File: config.mk
export PLATFORM = sky130hd
export DESIGN_NAME = burst_addr_gen
export DESIGN_NICKNAME = d
export VERILOG_FILES = /design/src/rtl/burst_addr_pkg.sv /design/src/rtl/burst_act_decode.sv /design/src/rtl/burst_low_seq.sv /design/src/rtl/burst_high_hold.sv /design/src/rtl/burst_addr_gen.sv
export SDC_FILE = /design/constraint.sdc
export NUM_CORES = 1
export LEC_CHECK = 0
export BUFFER_PORTS_ARGS = -buffer_cell sky130_fd_sc_hd__clkbuf_2
export CAP_MARGIN = 10
export CORE_ASPECT_RATIO = 1.75
export CORE_MARGIN = 2
export CORE_UTILIZATION = 35
export CTS_CLUSTER_DIAMETER = 30
export DETAILED_ROUTE_END_ITERATION = 6
export PLACE_DENSITY = 0.63
export SLEW_MARGIN = 10
export SYNTH_ARGS = -nofsm -noshare
export SYNTH_HDL_FRONTEND = slang
export SYNTH_SLANG_ARGS = --single-unit
File: constraint.sdc
create_clock -name clk -period 5.1 [get_ports clk]
set_input_delay 0.51 -clock clk [delete_from_list [all_inputs] [get_ports clk]]
set_output_delay 0.51 -clock clk [all_outputs]
set_load 0.01 [all_outputs]
File: src/rtl/burst_addr_pkg.sv
// Shared types for the burst address generator.
package burst_addr_pkg;

    // Action selected for one clock cycle.
    typedef enum logic [1:0] {
        ACT_HOLD  = 2'd0,
        ACT_LOAD  = 2'd1,
        ACT_STEP  = 2'd2,
        ACT_DESEL = 2'd3
    } burst_act_t;

endpackage

File: src/rtl/burst_act_decode.sv
// Decodes the strobes and chip enables into one action per cycle.
// Precedence: the processor strobe (only while ce1_n is low) comes first,
// then the controller strobe, then the advance strobe.
// Assumes all inputs are already synchronous to the consuming clock.
module burst_act_decode
    import burst_addr_pkg::*;
(
    input  logic       proc_strb_n,
    input  logic       ctrl_strb_n,
    input  logic       adv_n,
    input  logic       ce1_n,
    input  logic       ce2,
    input  logic       ce3_n,
    output burst_act_t act
);

    logic chip_en;
    logic proc_seen;

    // The chip counts as enabled only when all three enables agree.
    assign chip_en   = !ce1_n && ce2 && !ce3_n;
    // The processor strobe is ignored while the first enable is inactive.
    assign proc_seen = !proc_strb_n && !ce1_n;

    // Priority selection of the cycle action.
    always_comb begin
        if (proc_seen) begin
            act = chip_en ? ACT_LOAD : ACT_DESEL;
        end else if (!ctrl_strb_n) begin
            act = chip_en ? ACT_LOAD : ACT_DESEL;
        end else if (!adv_n) begin
            act = ACT_STEP;
        end else begin
            act = ACT_HOLD;
        end
    end

endmodule

File: src/rtl/burst_low_seq.sv
// Low address bits of the burst.
// Keeps the start value and a beat count separate from the address. The
// next address is start+beat (linear) or start^beat (interleaved), so
// both orders wrap back to the start after 2**BB advances.
// Assumes BB >= 1.
module burst_low_seq
    import burst_addr_pkg::*;
#(
    parameter int BB = 2
) (
    input  logic          clk,
    input  logic          rst_n,
    input  burst_act_t    act,
    input  logic [BB-1:0] ext_low,
    input  logic          order_il,
    output logic [BB-1:0] low_addr
);

    logic [BB-1:0] start_q;
    logic [BB-1:0] beat_q;
    logic [BB-1:0] beat_nxt;
    logic [BB-1:0] lin_nxt;
    logic [BB-1:0] il_nxt;

    // Next beat and the linear candidate address.
    assign beat_nxt = beat_q + BB'(1);
    assign lin_nxt  = start_q + beat_nxt;

    // Interleaved candidate address, formed one bit at a time.
    for (genvar i = 0; i < BB; i++) begin : g_il_bit
        assign il_nxt[i] = start_q[i] ^ beat_nxt[i];
    end

    // Load the start value and step it by the selected order.
    always_ff @(posedge clk) begin
        if (!rst_n) begin
            start_q  <= '0;
            beat_q   <= '0;
            low_addr <= '0;
        end else begin
            case (act)
                ACT_LOAD: begin
                    start_q  <= ext_low;
                    beat_q   <= '0;
                    low_addr <= ext_low;
                end
                ACT_STEP: begin
                    beat_q   <= beat_nxt;
                    low_addr <= order_il ? il_nxt : lin_nxt;
                end
                default: begin
                    start_q  <= start_q;
                    beat_q   <= beat_q;
                    low_addr <= low_addr;
                end
            endcase
        end
    end

endmodule

File: src/rtl/burst_high_hold.sv
// Upper address bits. They change only on a load and never take a carry
// from the low bits. Assumes HW >= 1.
module burst_high_hold
    import burst_addr_pkg::*;
#(
    parameter int HW = 18
) (
    input  logic          clk,
    input  logic          rst_n,
    input  burst_act_t    act,
    input  logic [HW-1:0] ext_high,
    output logic [HW-1:0] high_addr
);

    // Capture the upper bits on a load and keep them otherwise.
    always_ff @(posedge clk) begin
        if (!rst_n) begin
            high_addr <= '0;
        end else if (act == ACT_LOAD) begin
            high_addr <= ext_high;
        end
    end

endmodule

File: src/rtl/burst_addr_gen.sv
// Top of the burst address generator: decodes the cycle action, then
// drives the low (burst) bits, the upper (held) bits and two flags that
// say whether the last edge loaded or advanced the address.
// Assumes AW > BB and BB >= 1.
module burst_addr_gen
    import burst_addr_pkg::*;
#(
    parameter int AW = 20,
    parameter int BB = 2
) (
    input  logic          clk,
    input  logic          rst_n,
    input  logic [AW-1:0] ext_addr,
    input  logic          proc_strb_n,
    input  logic          ctrl_strb_n,
    input  logic          adv_n,
    input  logic          ce1_n,
    input  logic          ce2,
    input  logic          ce3_n,
    input  logic          order_il,
    output logic [AW-1:0] cur_addr,
    output logic          addr_loaded,
    output logic          addr_advanced
);

    localparam int HW = AW - BB;

    burst_act_t    act;
    logic [BB-1:0] low_addr;
    logic [HW-1:0] high_addr;

    burst_act_decode u_dec (
        .proc_strb_n (proc_strb_n),
        .ctrl_strb_n (ctrl_strb_n),
        .adv_n       (adv_n),
        .ce1_n       (ce1_n),
        .ce2         (ce2),
        .ce3_n       (ce3_n),
        .act         (act)
    );

    burst_low_seq #(.BB(BB)) u_low (
        .clk      (clk),
        .rst_n    (rst_n),
        .act      (act),
        .ext_low  (ext_addr[BB-1:0]),
        .order_il (order_il),
        .low_addr (low_addr)
    );

    burst_high_hold #(.HW(HW)) u_high (
        .clk       (clk),
        .rst_n     (rst_n),
        .act       (act),
        .ext_high  (ext_addr[AW-1:BB]),
        .high_addr (high_addr)
    );

    // Join the held upper bits and the burst bits.
    assign cur_addr = {high_addr, low_addr};

    // Register the load/advance indication for the cycle just taken.
    always_ff @(posedge clk) begin
        if (!rst_n) begin
            addr_loaded   <= 1'b0;
            addr_advanced <= 1'b0;
        end else begin
            addr_loaded   <= (act == ACT_LOAD);
            addr_advanced <= (act == ACT_STEP);
        end
    end

endmodule

==> results of run 1 <==
## synth_stat cells
| cell type | n |
|---|---|
| and2b_1 | 1 |
| xor2_1 | 1 |
| nand3_1 | 1 |
| nand2_1 | 1 |
| buf_2 | 2 |
| nor4bb_1 | 1 |
| mux2i_1 | 23 |
| nor3b_1 | 1 |
| ha_1 | 5 |
| nand3b_1 | 1 |
| a31oi_1 | 1 |
| xnor3_1 | 1 |
| o21ai_0 | 2 |
| o21ai_1 | 2 |
| nor2_1 | 1 |
| inv_1 | 3 |
| clkbuf_1 | 3 |
| nor2b_1 | 22 |
| and2_1 | 3 |
| dfxtp_1 | 26 |
| buf_4 | 1 |
| a21boi_0 | 1 |
## worst min-delay path, stage by stage
cell and delay (ns):
clkbuf_2 0.07, mux2i_1 0.05, nor2b_1 0.09
## final cells by class
| cell class | count | area share |
|---|---|---|
| Multi-Input combinational cell | 68 | 0.389 |
| Tap cell | 43 | 0.0375 |
| Clock buffer | 3 | 0.0287 |
| Inverter | 3 | 0.00784 |
| Sequential cell | 26 | 0.362 |
| Timing Repair Buffer | 50 | 0.174 |
## sequential cells by signal, summed over array words and instances, names as in the netlist
| signal | cells |
|---|---|
| addr_advanced | 1 |
| u_high.high_addr | 18 |
| u_low.low_addr | 2 |
| u_low.beat_q | 2 |
| u_low.start_q | 2 |
| addr_loaded | 1 |
## through the flow
stage	utilization	total power, mW	setup WS [ns]	cell area, um^2	hold slack (ns)
2_1_floorplan	-	0.266	3.07	1120	0.482
3_3_place_gp	0.449	0.291	2.57	1400	0.496
3_5_place_dp	0.449	0.293	2.46	1400	0.503
4_1_cts	0.462	0.403	2.75	1440	0.496
5_1_grt	0.462	0.419	2.59	1440	0.498
6_report	0.462	0.398	2.79	1440	0.501
## logic make-up (layout without fill, tap and decap cells)
logic type	count (synthesis)	after routing	share of synthesized area
xor+xnor	2	2	0.0279
simple gates	32	32	0.180
mux	23	23	0.206
fa+ha+maj	5	5	0.0559
compound gates	6	6	0.0302
flops	26	26	0.465
buf+inv	9	56	0.0358
## routing by layer
metal | vias to the layer above | GRT usage
met2 | 33 | 0.205
met4 | 0 | 0.0833
met3 | 5 | 0.0205
met1 | 394 | 0.129
met5 | - | 0
li1 | 435 | -
## power by group through the flow
stage | clock, mW | combinational (mW) | sequential (mW)
finish | 0.111 | 0.0671 | 0.220
global placement | 0 | 0.0667 | 0.224
floorplan | 0 | 0.0382 | 0.228
detailed placement | 0 | 0.0684 | 0.224
global route | 0.124 | 0.0743 | 0.221
CTS | 0.115 | 0.0685 | 0.220
## worst max path at each step
stage	startpoint	end	slack, ns
floorplan	ce1_n	u_low.low_addr[1]	3.07
global placement	ce1_n	u_high.high_addr[17]	2.57
detailed placement	ce1_n	u_high.high_addr[14]	2.46
CTS	ce1_n	u_high.high_addr[4]	2.75
global route	ce1_n	u_high.high_addr[9]	2.59
finish	ce1_n	u_high.high_addr[14]	2.79
==> metrics.csv, run 1 <==
stage,metric,value,unit
job,cap_viol_max_count,0,
worst_setup_path,crit_family,adder cells,
power,seq_power_share,0.552,
final_layout,mostFrequentLayoutCells,"clkbuf_2, dfxtp_1, mux2i_1",
worst_hold_path,worstHoldEndpoint,u_high.high_addr[11],
place,dp_cells,190,
global_routing,first_global_vias,817,
final_layout,fillers,320,
logic_synthesis,ys_warn_count,0,
logic_synthesis,synth-seq-cells,26,
route,met2WireLength,1080,um
timing,grt_setup_unrepaired,false,
worst_setup_path,path_max_fanout,20,
timing,finalMaxSlewViolations,0,
final_layout,mostFrequentLayoutCell,clkbuf_2,
floorplanning,dieWidth,46.8,um
logic_synthesis,synth_area,0.00112,mm^2
cts,cts.path.max_buffers,2,
final_layout,instances_no_fill,193,
cts,postCtsSetupRepairBufs,0,
worst_hold_path,hp-class,primary input to flop,
floorplanning,start_util,0.360,
power,clkPwrFrac,0.279,
timing,fin_worst_skew,0.00288,ns
power,p_leak,0.654,nW
logic_synthesis,yosysTopAreaCell,dfxtp_1,
timing,fin_setup_tns,0,ns
logic_synthesis,yosysTopAreaCellShare,0.465,
floorplanning,die_h,78.8,um
global_routing,grt_max_degree,29,
route,via_per_inst,4.49,
cts,clock-sinks,26,
floorplanning,num_rows,27,
worst_setup_path,r2r_start,u_low.beat_q[0],
worst_setup_path,path_cells,"clkbuf_2, o21ai_1, mux2i_1, inv_1, ha_1, mux2i_1, nor2b_1",
worst_setup_path,critPathBufInv,2,
route,wirelength,2150,um
logic_synthesis,ys_seq_area_frac,0.465,
worst_setup_path,r2r_cells,5,
timing,worstMarginPinSlew,1.17,ns
route,first_iter_violations,4,
global_routing,grt_pass1_wl,3320,um
logic_synthesis,syn-num-nets,137,
global_routing,gr-total-overflow,0,
timing,timing.final.hold_violations,0,
floorplanning,core_area,0.00311,mm^2
timing,finalSetupViolCount,0,
logic_synthesis,synth.distinct_cells,22,
place,dp.final_hpwl,1650,um
global_routing,antenna_found_initial,0,
worst_setup_path,crit_path_start_kind,primary input,
cts,cts-root-buf,clkbuf_8,
logic_synthesis,syn_inst,103,
route,met1_length,899,um
timing,fin_crit_sh,0.453,
worst_setup_path,crit_arrival,2.47,ns
worst_setup_path,cpMaxStageDelayCell,ha_1,
cts,cts_tree,yes,
timing,min_period,2.31,ns
cts,holdBufCountCts,0,
global_routing,track_usage,0.122,
route,vias,867,
power,intPower,302,uW
place,globalplace.congestion,0.731,
final_layout,syn_to_final_growth,28.3,%
route,dr_wl_met3,106,um
cts,htree_levels,1,
logic_synthesis,synth_top_cells_by_area,"dfxtp_1, mux2i_1, nor2b_1",
worst_setup_path,crit_type,primary input to flop,
timing,slew_headroom,0.223,
cts,ctsResizeCount,0,
power,netSwitchingFraction,0.240,
power,power.density,277,mW/mm^2
power,power_frac_comb,0.169,
final_layout,layout.nets,186,
outcome,status,completed,
route,ant_nets,0,
worst_setup_path,cp.depth,7,
cts,path_clk_slew,0.08,ns
floorplanning,ios,51,
timing,fmax,432,MHz
final_layout,antenna_cells,0,
power,vdd_drop_max,0.154,mV
cts,insertion_delay,0.26,ns
route,maxUsedRoutingLayer,met4,
final_layout,drive_gt1_frac,0.353,
final_layout,multi_input_area,559,um^2
route,dr.pass1.iters,4,
worst_setup_path,end_kind,flop,
worst_setup_path,ff2ff_setup_slack,3.78,ns
worst_hold_path,hold_depth,3,
worst_setup_path,cpPeakStageDelay,0.93,ns
route,drc_errors,0,
cts,cts_made_buffers,3,
worst_hold_path,holdCritStartpoint,ext_addr[13],
route,post_drt_wl_per_cell,11.1,um
power,p_switching,95.4,uW
worst_setup_path,crit_required,5.26,ns
worst_setup_path,path_common_cell,mux2i_1,
final_layout,ff_latch_area,520,um^2
place,io_buffer_count,50,
floorplanning,dieArea,0.00369,mm^2
worst_setup_path,reg2reg_to,u_low.low_addr[1],
logic_synthesis,synth.avg_cell_area,10.9,um^2
No activity file was read; power rests on OpenSTA's default activity.
==> run 2, diff against run 1 <==
--- a/config.mk
+++ b/config.mk
@@ -12,7 +12,7 @@
 export CORE_UTILIZATION = 35
 export CTS_CLUSTER_DIAMETER = 30
 export DETAILED_ROUTE_END_ITERATION = 6
-export PLACE_DENSITY = 0.63
+export PLACE_DENSITY = 0.65
 export SLEW_MARGIN = 10
 export SYNTH_ARGS = -nofsm -noshare
 export SYNTH_HDL_FRONTEND = slang
==> constraint.sdc (replaced) <==
create_clock -name clk -period 2.09 [get_ports clk]
set_input_delay 0.209 -clock clk [delete_from_list [all_inputs] [get_ports clk]]
set_output_delay 0.209 -clock clk [all_outputs]
set_load 0.01 [all_outputs]
==> metrics.csv, run 2 (synthesis gave the netlist of run 1 again) <==
stage,metric,value,unit
outcome,status,completed,
worst_hold_path,holdCritStartpoint,ext_addr[14],
worst_setup_path,ff2ff_setup_slack,0.76,ns
route,vias,877,
timing,finalSetupViolCount,0,
timing,worstMarginPinSlew,0.405,ns
worst_setup_path,crit_required,2.29,ns
worst_setup_path,path_common_cell,o21ai_1,
timing,fin_setup_tns,0,ns
timing,fmax,640,MHz
floorplanning,start_util,0.360,
cts,cts.path.max_buffers,2,
cts,ctsResizeCount,0,
worst_setup_path,critPathBufInv,2,
global_routing,use_met1,0.124,
final_layout,mostFrequentLayoutCells,"clkbuf_2, dfxtp_1, mux2i_1",
worst_setup_path,end_kind,flop,
worst_setup_path,crit_type,primary input to flop,
route,wirelength,2120,um
final_layout,fillers,327,
timing,slew_headroom,0.730,
cts,holdBufCountCts,0,
worst_setup_path,cp.depth,8,
timing,grt_setup_unrepaired,false,
power,power.density,665,mW/mm^2
cts,htree_levels,1,
final_layout,multi_input_area,559,um^2
worst_setup_path,crit_path_start_kind,primary input,
cts,cts_made_buffers,3,
place,globalplace.congestion,0.707,
worst_setup_path,cpMaxStageDelayCell,ha_1,
cts,cts_tree,yes,
timing,min_period,1.56,ns
worst_setup_path,cpPeakStageDelay,0.39,ns
place,io_buffer_count,50,
final_layout,regMostFlops,u_high.high_addr,
route,first_iter_violations,13,
floorplanning,core_area,0.00311,mm^2
global_routing,grt_use_met3,0.0159,
final_layout,syn_to_final_growth,29.6,%
worst_setup_path,r2r_start,u_low.beat_q[0],
cts,insertion_delay,0.26,ns
place,dp.final_hpwl,1660,um
floorplanning,num_rows,27,
timing,fin_crit_sh,0.748,
timing,finalMaxSlewViolations,0,
route,post_drt_wl_per_cell,10.9,um
worst_hold_path,hp-class,primary input to flop,
cts,cts-root-buf,clkbuf_8,
final_layout,largest_reg_flops,18,
timing,fin_worst_skew,0.000987,ns
power,vdd_drop_max,0.394,mV
cts,postCtsSetupRepairBufs,0,
global_routing,track_usage,0.125,
global_routing,antenna_found_initial,0,
cts,clock-sinks,26,
route,dr.pass1.iters,3,
place,dp_slack,0.258,ns
worst_setup_path,crit_family,adder cells,
global_routing,grt_max_degree,29,
route,ant_nets,0,
floorplanning,dieArea,0.00369,mm^2
global_routing,gr-total-overflow,0,
final_layout,mostFrequentLayoutCell,clkbuf_2,
timing,timing.final.hold_violations,0,
global_routing,grt_pass1_wl,3390,um
global_routing,use_met2,0.223,
global_routing,grt.busiest_layer,met2,
worst_setup_path,path_cells,"clkbuf_2, o21ai_1, mux2i_1, inv_1, ha_1, nor4bb_1, a31oi_1, o21ai_1",
final_layout,layout.nets,188,
floorplanning,ios,51,
final_layout,antenna_cells,0,
final_layout,drive_gt1_frac,0.362,
timing,fin_ws,0.527,ns
worst_hold_path,hold_depth,3,
job,cap_viol_max_count,0,
route,via_per_inst,4.50,
floorplanning,die_h,78.8,um
final_layout,ff_latch_area,520,um^2
route,drc_errors,0,
worst_setup_path,path_max_fanout,8,
power,p_leak,0.664,nW
worst_setup_path,reg2reg_to,u_low.low_addr[1],
global_routing,first_global_vias,845,
worst_setup_path,crit_arrival,1.76,ns
worst_hold_path,worstHoldEndpoint,u_high.high_addr[12],
cts,path_clk_slew,0.08,ns
floorplanning,dieWidth,46.8,um
worst_setup_path,r2r_cells,5,
## run 2: changes by cell type in the layout (fill, tap and decap cells not counted), sizes merged
cell | before | now
buf | 0 | 2
## run 2: per-stage QoR
step | hold WS, ns | power, mW | cell area (um^2) | instances | utilization
finish | 0.205 | 0.965 | 1450 | 195 | 0.467
global route | 0.211 | 1.02 | 1450 | 195 | 0.467
CTS | 0.202 | 0.984 | 1450 | 195 | 0.467
detailed placement | 0.478 | 0.716 | 1410 | 192 | 0.454
global placement | 0.471 | 0.710 | 1410 | 192 | 0.454
floorplan | 0.378 | 0.650 | 1120 | 103 | -
## run 2: worst reg2reg max path: stages, from the launching register on
cell,delay [ns]
dfxtp_1,0.42
inv_1,0.07
ha_1,0.19
nor2b_1,0.14
xnor3_1,0.33
o21ai_1,0.13
## run 2: final cells by class
type                    count  area share
well taps                  43      0.0371
repair buffers             52       0.183
flip-flops and latches     26       0.359
multi-input cells          68       0.385
clock buffers               3      0.0284
inverters                   3     0.00776
## run 2: how the worst max path moves through the flow
stage | start | slack [ns] | endpoint
floorplan | ce1_n | 0.37 | u_low.low_addr[1]
global placement | ce1_n | 0.36 | u_low.low_addr[1]
detailed placement | ce1_n | 0.26 | u_low.low_addr[1]
CTS | ce1_n | 0.54 | u_low.low_addr[1]
finish | ce1_n | 0.53 | u_low.low_addr[1]
global route | ce1_n | 0.41 | u_low.low_addr[1]
## run 2: per-layer routing
layer  routed length [um]  share of wire  vias up
li1                     -              -      440
met1                  831           0.39      404
met5                    0              0        -
met2                 1100           0.52       29
met4                   66          0.031        0
met3                  118          0.056        4
## run 2: report_power, final
| part | internal, mW | switching [mW] |
|---|---|---|
| Combinational | 0.0881 | 0.0771 |
| Sequential | 0.521 | 0.0145 |
| Clock | 0.129 | 0.135 |
| Total | 0.738 | 0.227 |
